==> src/rtl/ppm_pkg.sv <==
package ppm_pkg;

    localparam int ADDR_W = 14;
    localparam int DATA_W = 8;

    typedef enum logic [3:0] {
        OP_NONE, OP_ERASE, OP_WRITE, OP_READ,
        OP_LKW, OP_LKR, OP_SIG, OP_FUSE, OP_FUSER
    } op_e;

    typedef enum logic [1:0] {ST_IDLE, ST_PULSE, ST_WBUSY} st_e;

    // One-cycle commit strobes from the sequencer to the storage
    typedef struct packed {
        logic byte_we;
        logic lock_we;
        logic erase;
        logic fuse_we;
        logic fuse_val;
    } commit_t;

    function automatic op_e decode_mode(input logic [3:0] code);
        case (code)
            4'b1000: return OP_ERASE;
            4'b0111: return OP_WRITE;
            4'b0011: return OP_READ;
            4'b1010: return OP_LKW;
            4'b1100: return OP_LKR;
            4'b0000: return OP_SIG;
            4'b0101: return OP_FUSE;
            4'b1101: return OP_FUSER;
            default: return OP_NONE;
        endcase
    endfunction

    function automatic logic is_read(input op_e op);
        return (op == OP_READ) || (op == OP_LKR) || (op == OP_SIG) || (op == OP_FUSER);
    endfunction

    function automatic logic is_quick_write(input op_e op);
        return (op == OP_WRITE) || (op == OP_LKW);
    endfunction

    function automatic logic is_timed(input op_e op);
        return (op == OP_ERASE) || (op == OP_FUSE);
    endfunction

endpackage

==> src/rtl/ppm_decode.sv <==
module ppm_decode
    import ppm_pkg::*;
(
    input  logic [3:0] mode_sel,
    input  logic       hv_en,
    output op_e        op,
    output logic       data_oe
);

    assign op      = decode_mode(mode_sel);
    assign data_oe = is_read(op) && !hv_en;

endmodule

==> src/rtl/ppm_seq.sv <==
module ppm_seq
    import ppm_pkg::*;
#(
    parameter int MIN_PULSE  = 1000000,
    parameter int WRITE_BUSY = 8
) (
    input  logic    clk,
    input  logic    rst,
    input  logic    prog_n,
    input  logic    hv_en,
    input  op_e     op,
    input  logic    fuse_bit_in,
    output logic    ready,
    output commit_t cmt
);

    localparam int CNT_MAX = (MIN_PULSE > WRITE_BUSY) ? MIN_PULSE : WRITE_BUSY;
    localparam int CW      = $clog2(CNT_MAX + 1);

    st_e           st;
    logic [CW-1:0] cnt;
    logic          prog_q;
    logic          pend_erase;
    logic          pend_val;
    logic          fall;
    logic          long_enough;

    assign fall        = prog_q && !prog_n;
    assign long_enough = cnt >= CW'(MIN_PULSE);
    assign ready       = (st == ST_IDLE);

    always_comb begin
        cmt = '0;
        if (st == ST_IDLE && fall && hv_en) begin
            cmt.byte_we = (op == OP_WRITE);
            cmt.lock_we = (op == OP_LKW);
        end
        if (st == ST_PULSE && prog_n && long_enough) begin
            cmt.erase    = pend_erase;
            cmt.fuse_we  = !pend_erase;
            cmt.fuse_val = pend_val;
        end
    end

    always_ff @(posedge clk) begin
        if (rst) begin
            st         <= ST_IDLE;
            cnt        <= '0;
            prog_q     <= 1'b1;
            pend_erase <= 1'b0;
            pend_val   <= 1'b0;
        end else begin
            prog_q <= prog_n;
            case (st)
                ST_IDLE: begin
                    if (fall && hv_en) begin
                        if (is_quick_write(op)) begin
                            st  <= ST_WBUSY;
                            cnt <= CW'(1);
                        end else if (is_timed(op)) begin
                            st         <= ST_PULSE;
                            cnt        <= CW'(1);
                            pend_erase <= (op == OP_ERASE);
                            pend_val   <= fuse_bit_in;
                        end
                    end
                end
                ST_PULSE: begin
                    if (prog_n) st <= ST_IDLE;
                    else if (!long_enough) cnt <= cnt + 1'b1;
                end
                ST_WBUSY: begin
                    if (cnt == CW'(WRITE_BUSY)) st <= ST_IDLE;
                    else cnt <= cnt + 1'b1;
                end
                default: st <= ST_IDLE;
            endcase
        end
    end


    busy_needs_strobe_chk: assert property (@(posedge clk) disable iff (rst)
        $fell(ready) |-> ($past(hv_en) && !$past(prog_n)));

endmodule

==> src/rtl/ppm_store.sv <==
module ppm_store
    import ppm_pkg::*;
#(
    parameter int          MEM_AW   = 8,
    parameter logic [7:0]  MFR_CODE = 8'hA5,
    parameter logic [7:0]  DEV_CODE = 8'h3C
) (
    input  logic              clk,
    input  logic              rst,
    input  commit_t           cmt,
    input  op_e               op,
    input  logic [ADDR_W-1:0] addr,
    input  logic [DATA_W-1:0] din,
    output logic [DATA_W-1:0] dout
);

    localparam int DEPTH = 1 << MEM_AW;

    logic [DATA_W-1:0] mem [DEPTH];
    logic [2:0]        lk_q;
    logic              fuse_q;
    logic [MEM_AW-1:0] idx;

    assign idx = addr[MEM_AW-1:0];

    always_ff @(posedge clk) begin
        if (rst || cmt.erase) begin
            for (int i = 0; i < DEPTH; i++) mem[i] <= '1;
        end else if (cmt.byte_we) begin
            mem[idx] <= mem[idx] & din;
        end
    end

    always_ff @(posedge clk) begin
        if (rst) begin
            lk_q   <= 3'b111;
            fuse_q <= 1'b0;
        end else begin
            if (cmt.erase)        lk_q <= 3'b111;
            else if (cmt.lock_we) lk_q <= lk_q & din[7:5];
            if (cmt.fuse_we)      fuse_q <= cmt.fuse_val;
        end
    end

    always_comb begin
        case (op)
            OP_READ:  dout = mem[idx];
            OP_LKR:   dout = {5'h1F, lk_q};
            OP_FUSER: dout = {7'h7F, fuse_q};
            OP_SIG: begin
                if (addr == ADDR_W'('h30))      dout = MFR_CODE;
                else if (addr == ADDR_W'('h31)) dout = DEV_CODE;
                else                            dout = '1;
            end
            default:  dout = '1;
        endcase
    end


    erase_clears_chk: assert property (@(posedge clk) disable iff (rst)
        cmt.erase |=> (lk_q == 3'b111 && mem[0] == 8'hFF));


    fuse_store_chk: assert property (@(posedge clk) disable iff (rst)
        cmt.fuse_we |=> (fuse_q == $past(cmt.fuse_val)));

endmodule

==> src/rtl/flash_par_prog.sv <==
module flash_par_prog
    import ppm_pkg::*;
#(
    parameter int         MEM_AW     = 8,
    parameter int         MIN_PULSE  = 1000000,
    parameter int         WRITE_BUSY = 8,
    parameter logic [7:0] MFR_CODE   = 8'hA5,
    parameter logic [7:0] DEV_CODE   = 8'h3C
) (
    input  logic        clk,
    input  logic        rst,
    input  logic [3:0]  mode_sel,
    input  logic        hv_en,
    input  logic        prog_n,
    input  logic [13:0] addr,
    input  logic [7:0]  data_in,
    output logic [7:0]  data_out,
    output logic        data_oe,
    output logic        ready
);

    op_e     op;
    commit_t cmt;

    ppm_decode u_dec (
        .mode_sel (mode_sel),
        .hv_en    (hv_en),
        .op       (op),
        .data_oe  (data_oe)
    );

    ppm_seq #(
        .MIN_PULSE  (MIN_PULSE),
        .WRITE_BUSY (WRITE_BUSY)
    ) u_seq (
        .clk         (clk),
        .rst         (rst),
        .prog_n      (prog_n),
        .hv_en       (hv_en),
        .op          (op),
        .fuse_bit_in (data_in[0]),
        .ready       (ready),
        .cmt         (cmt)
    );

    ppm_store #(
        .MEM_AW   (MEM_AW),
        .MFR_CODE (MFR_CODE),
        .DEV_CODE (DEV_CODE)
    ) u_store (
        .clk  (clk),
        .rst  (rst),
        .cmt  (cmt),
        .op   (op),
        .addr (addr),
        .din  (data_in),
        .dout (data_out)
    );


    oe_no_hv_chk: assert property (@(posedge clk) disable iff (rst)
        data_oe |-> !hv_en);


    write_needs_hv_chk: assert property (@(posedge clk) disable iff (rst)
        (cmt.byte_we || cmt.lock_we) |-> (hv_en && ready));

endmodule

==> config.mk <==
export PLATFORM = sky130hd
export DESIGN_NAME = flash_par_prog
export DESIGN_NICKNAME = d
export VERILOG_FILES = /design/src/rtl/ppm_pkg.sv /design/src/rtl/ppm_decode.sv /design/src/rtl/ppm_seq.sv /design/src/rtl/ppm_store.sv /design/src/rtl/flash_par_prog.sv
export SDC_FILE = /design/constraint.sdc
export NUM_CORES = 2
export LEC_CHECK = 0
export ABC_AREA = 1
export ABC_CLOCK_PERIOD_IN_PS = 3100
export BUFFER_PORTS_ARGS = -buffer_cell sky130_fd_sc_hd__buf_2
export CAP_MARGIN = 20
export CORE_MARGIN = 3
export CORE_UTILIZATION = 58
export DETAILED_ROUTE_END_ITERATION = 16
export GPL_ROUTABILITY_DRIVEN = 0
export PLACE_DENSITY = 0.75
export SYNTH_ARGS = -nofsm -noshare
export SYNTH_HDL_FRONTEND = slang
export SYNTH_SLANG_ARGS = --single-unit
==> constraint.sdc <==
create_clock -name clk -period 3.1 [get_ports clk]
set_input_delay 0.31 -clock clk [delete_from_list [all_inputs] [get_ports clk]]
set_output_delay 0.31 -clock clk [all_outputs]
set_load 0.01 [all_outputs]
==> results.md <==
* Number of buffers between clock root and the deepest sink at 3
* Biggest fanout along the worst timing path at 2
* Total number of nets in the final design at 11550
* Adder-cell share of the synthesized area at 0.1405%
* Residual overflow from global routing at 0
* Highest achievable clock rate at 304.6 MHz
* Height of the chip at 417.0 um
* Endpoint type of the worst setup path: output port
* DRC viols at 0
* Total Routing Usage GR at 32.78%
* Startpoint kind of the worst setup timing path: register
* Worst Hold Margin at 0.1157 ns
* Simple-gate share of the synthesized area at 29.74%
* Largest net degree at the start of global routing at 138
* FP Rows at 150
* Outcome: complete, but fails checks
* MaxCap Viol Count at 0
* Initial DRC Count at 11600
* Total Die Area at 0.1739 sq mm
* CTS sink count at 2077
* Vias per inst at 5.795
* Dominant combinational cell family by area after synthesis: simple AND/OR/NAND/NOR gates
* Part of the cycle the worst path needs at 105.9%
* Flip-flop cell with the highest count after synthesis: sky130_fd_sc_hd__edfxtp_1
* Root Buffer: sky130_fd_sc_hd__clkbuf_16
* Initial standard-cell utilization of the core at 58.52%
* Insertion delay of the later-clocked pin in the worst-skew pair at 0.88 ns
* Synthesized-area fraction occupied by ao, oa, aoi and oai cells at 2.525%
* Yosys Warn Count at 0
* Die width at 417.0 um
* Total via count after detailed routing at 80480
* Largest cells by area after synthesis: sky130_fd_sc_hd__edfxtp_1, sky130_fd_sc_hd__nand2_1, sky130_fd_sc_hd__o21ai_0
* Fraction of final layout cells sized beyond drive strength 1 at 14.74%
* Proportion of netlist area held by the largest area contributor at 62.77%
* Fin. max-slew vios at 0
* Routed length per placed instance at 21.41 um
* DP Cell Count at 13440
* Mean instance size in the synthesized netlist at 8.911 sq um
* Parity-gate share of the synthesized area counting xor and xnor cells at 0.1252%
* Violated checks: negative setup slack
* Max IR drop VDD at 0.0006804 V
* Post-route minimum period at 3.283 ns
* Total number of H-tree levels at 4
* Final setup margin at -0.1827 ns
* Relative slew slack at 39.16%
* Post-DP HPWL at 188600 um
* Layout Area Growth over Synthesis at 18.48%
* Worst Skew at 0.06560 ns
* Detailed-routing iteration count for the pre-antenna-repair pass at 6
* Total power divided by cell area at 550.9 mW/mm^2
* Number of buffers created by CTS at 207
* Core area at 0.1674 sq mm
* Buffers on Ports at 39
* CTS tree: done
* Vias in the first global route at 77450
* Number of instances in the synthesized netlist at 11000
* Unique masters post-synth at 33
* Req. time, crit path at 2.79 ns
* RSZ-0062 raised after global routing: true
* Worst hold path class: in2reg
* Number of placed I/O pins at 40
* Most numerous cell in the Yosys netlist: sky130_fd_sc_hd__nand2_1
* CTS clk-pin slew, worst paths at 0.06 ns
* Flop and latch count out of synthesis at 2077
* Data arrival time of the worst path at 2.97 ns
* Multiplexer area fraction after synthesis at 0%
* ANT nets after route at 0
* Cell taking the most area after synthesis: sky130_fd_sc_hd__edfxtp_1
* Share of flip-flops with an asynchronous set or reset at 0%
* Nets in the synthesized netlist at 11040
* DRT Wirelength at 297300 um
* Initial antenna violation count at 7
* First-pass GRT wire length at 438100 um
* Critical path type: reg2out
* Syn Std Cell Area at 0.09797 sq mm
* Total Power at 63.95 mW
* Static leakage power at 41.62 nW
* Finished Layout Cells at 13890
* # setup viols final at 8
* Leading post-synthesis cells by instance count: sky130_fd_sc_hd__nand2_1, sky130_fd_sc_hd__edfxtp_1, sky130_fd_sc_hd__o21ai_0, sky130_fd_sc_hd__nor2_1, sky130_fd_sc_hd__clkbuf_1
* EDFF count, synth at 2048
* Final count of hold timing violations at 0
* Transition at the pin with the smallest max-transition slack at 0.9125 ns
* Fraction of the yosys area taken by sequential cells at 63.36%
-- cell families after synthesis --
family                     Yosys count
adders and majority gates           11
xor gates and xnor gates            14
and+or+nand+nor                   7573
DFF                               2077
buffers and inverters              827
AOI/OAI and AO/OA                  493
-- metal layers --
layer  global-route usage, %  up-vias  share of wire [%]
li1                        -    36450                  -
met3                   6.045      953                 12
met4                   17.26        2                6.1
met2                   53.34     5250                 47
met5                       0        -             0.0061
met1                   42.13    37830                 35
-- through the flow --
step | utilization [%] | instance area [sq um] | TNS [ns] | worst slack, ns
finish | 69.33 | 116100 | -0.8279 | -0.1827
detailed placement | 63.96 | 107100 | -651.87 | -0.4539
global route | 69.32 | 116100 | -2.399 | -0.2883
floorplan | - | 97970 | 0 | 0.1795
global placement | 63.96 | 107100 | -667.27 | -0.4881
CTS | 68.52 | 114700 | -3.315 | -0.1493
-- final cells by class --
class	instances	area (sq um)
diodes	9	22.52
fillers	11920	51340
flip-flops and latches	2077	62080
clock buffers	257	5368
clock inverters	120	1396
repair buffers	1052	11030
multi-input cells	8092	33100
inverters	76	317.8
well taps	2204	2758
-- cells in the final DEF, fill, tap and decap left out, types with 24 or more instances in the layout --
cell	synthesis	layout
sky130_fd_sc_hd__dfxtp_1	29	29
sky130_fd_sc_hd__a21oi_1	59	59
sky130_fd_sc_hd__buf_12	0	195
sky130_fd_sc_hd__edfxtp_1	2048	2048
sky130_fd_sc_hd__o21ai_1	42	79
sky130_fd_sc_hd__clkinv_1	2	45
sky130_fd_sc_hd__inv_1	67	67
sky130_fd_sc_hd__nand2_4	0	29
sky130_fd_sc_hd__nand3_1	212	192
sky130_fd_sc_hd__clkinv_2	0	31
sky130_fd_sc_hd__clkbuf_16	0	229
sky130_fd_sc_hd__o21ai_2	0	38
sky130_fd_sc_hd__buf_6	14	24
sky130_fd_sc_hd__buf_2	289	34
sky130_fd_sc_hd__nand2_2	0	85
sky130_fd_sc_hd__nor2_2	115	171
sky130_fd_sc_hd__nor2_4	0	35
sky130_fd_sc_hd__nand4_1	28	28
sky130_fd_sc_hd__nor2_1	306	215
sky130_fd_sc_hd__o21ai_0	389	312
sky130_fd_sc_hd__nand2_1	6886	6771
sky130_fd_sc_hd__clkbuf_1	290	50
sky130_fd_sc_hd__buf_4	121	749
-- registers in the layout, summed over array words and instances (netlist names) --
name and count:
u_store.mem 2048, u_seq.cnt 20, u_store.lk_q 3, u_seq.st 2
u_seq.pend_erase 1, u_seq.pend_val 1, u_seq.prog_q 1, u_store.fuse_q 1
-- final timing paths --
| kind | from | end | slack, ns | cells after the start |
|---|---|---|---|---|
| worst min register to register | u_store.fuse_q | u_store.fuse_q | 0.47 | 2 |
| worst max-delay path | u_store.mem[144][7] | data_out[7] | -0.18 | 18 |
| worst min-delay path | data_in[1] | u_store.mem[1][1] | 0.12 | 4 |
| worst max register to register | u_store.mem[77][3] | u_store.mem[213][3] | 0.03 | 20 |
-- power by group --
part	internal, mW	total (mW)	switching [mW]	leakage, nW
Clock	14.3	25.2	11.0	3.28
Sequential	30.7	30.8	0.0209	14.1
Combinational	2.62	7.95	5.33	24.3
-- critical path, cell delays in order (launching register included) --
cell and delay (ns):
sky130_fd_sc_hd__edfxtp_1 0.37, sky130_fd_sc_hd__nand2_1 0.10, sky130_fd_sc_hd__nand2_1 0.06, sky130_fd_sc_hd__nand2_1 0.06
sky130_fd_sc_hd__nand2_1 0.07, sky130_fd_sc_hd__nand2_1 0.07, sky130_fd_sc_hd__nand2_1 0.08, sky130_fd_sc_hd__o21ai_2 0.17
sky130_fd_sc_hd__buf_6 0.14, sky130_fd_sc_hd__nand2_4 0.07, sky130_fd_sc_hd__nor2_4 0.10, sky130_fd_sc_hd__buf_6 0.13
sky130_fd_sc_hd__nor2_2 0.04, sky130_fd_sc_hd__nor2_1 0.15, sky130_fd_sc_hd__nand2_1 0.10, sky130_fd_sc_hd__buf_6 0.14
sky130_fd_sc_hd__nand2_2 0.05, sky130_fd_sc_hd__nand2_1 0.05, sky130_fd_sc_hd__buf_2 0.15
-- what timing repair did --
item	4_1_cts	5_1_grt
buffers inserted	18	18
gates resized for setup	216	204
gates cloned	3	23
setup endpoints to repair	129	2660
hold buffers	12	0
pin swaps	66	71
endpoints found under the hold margin	40	0
(Power assumes the default switching activity.)
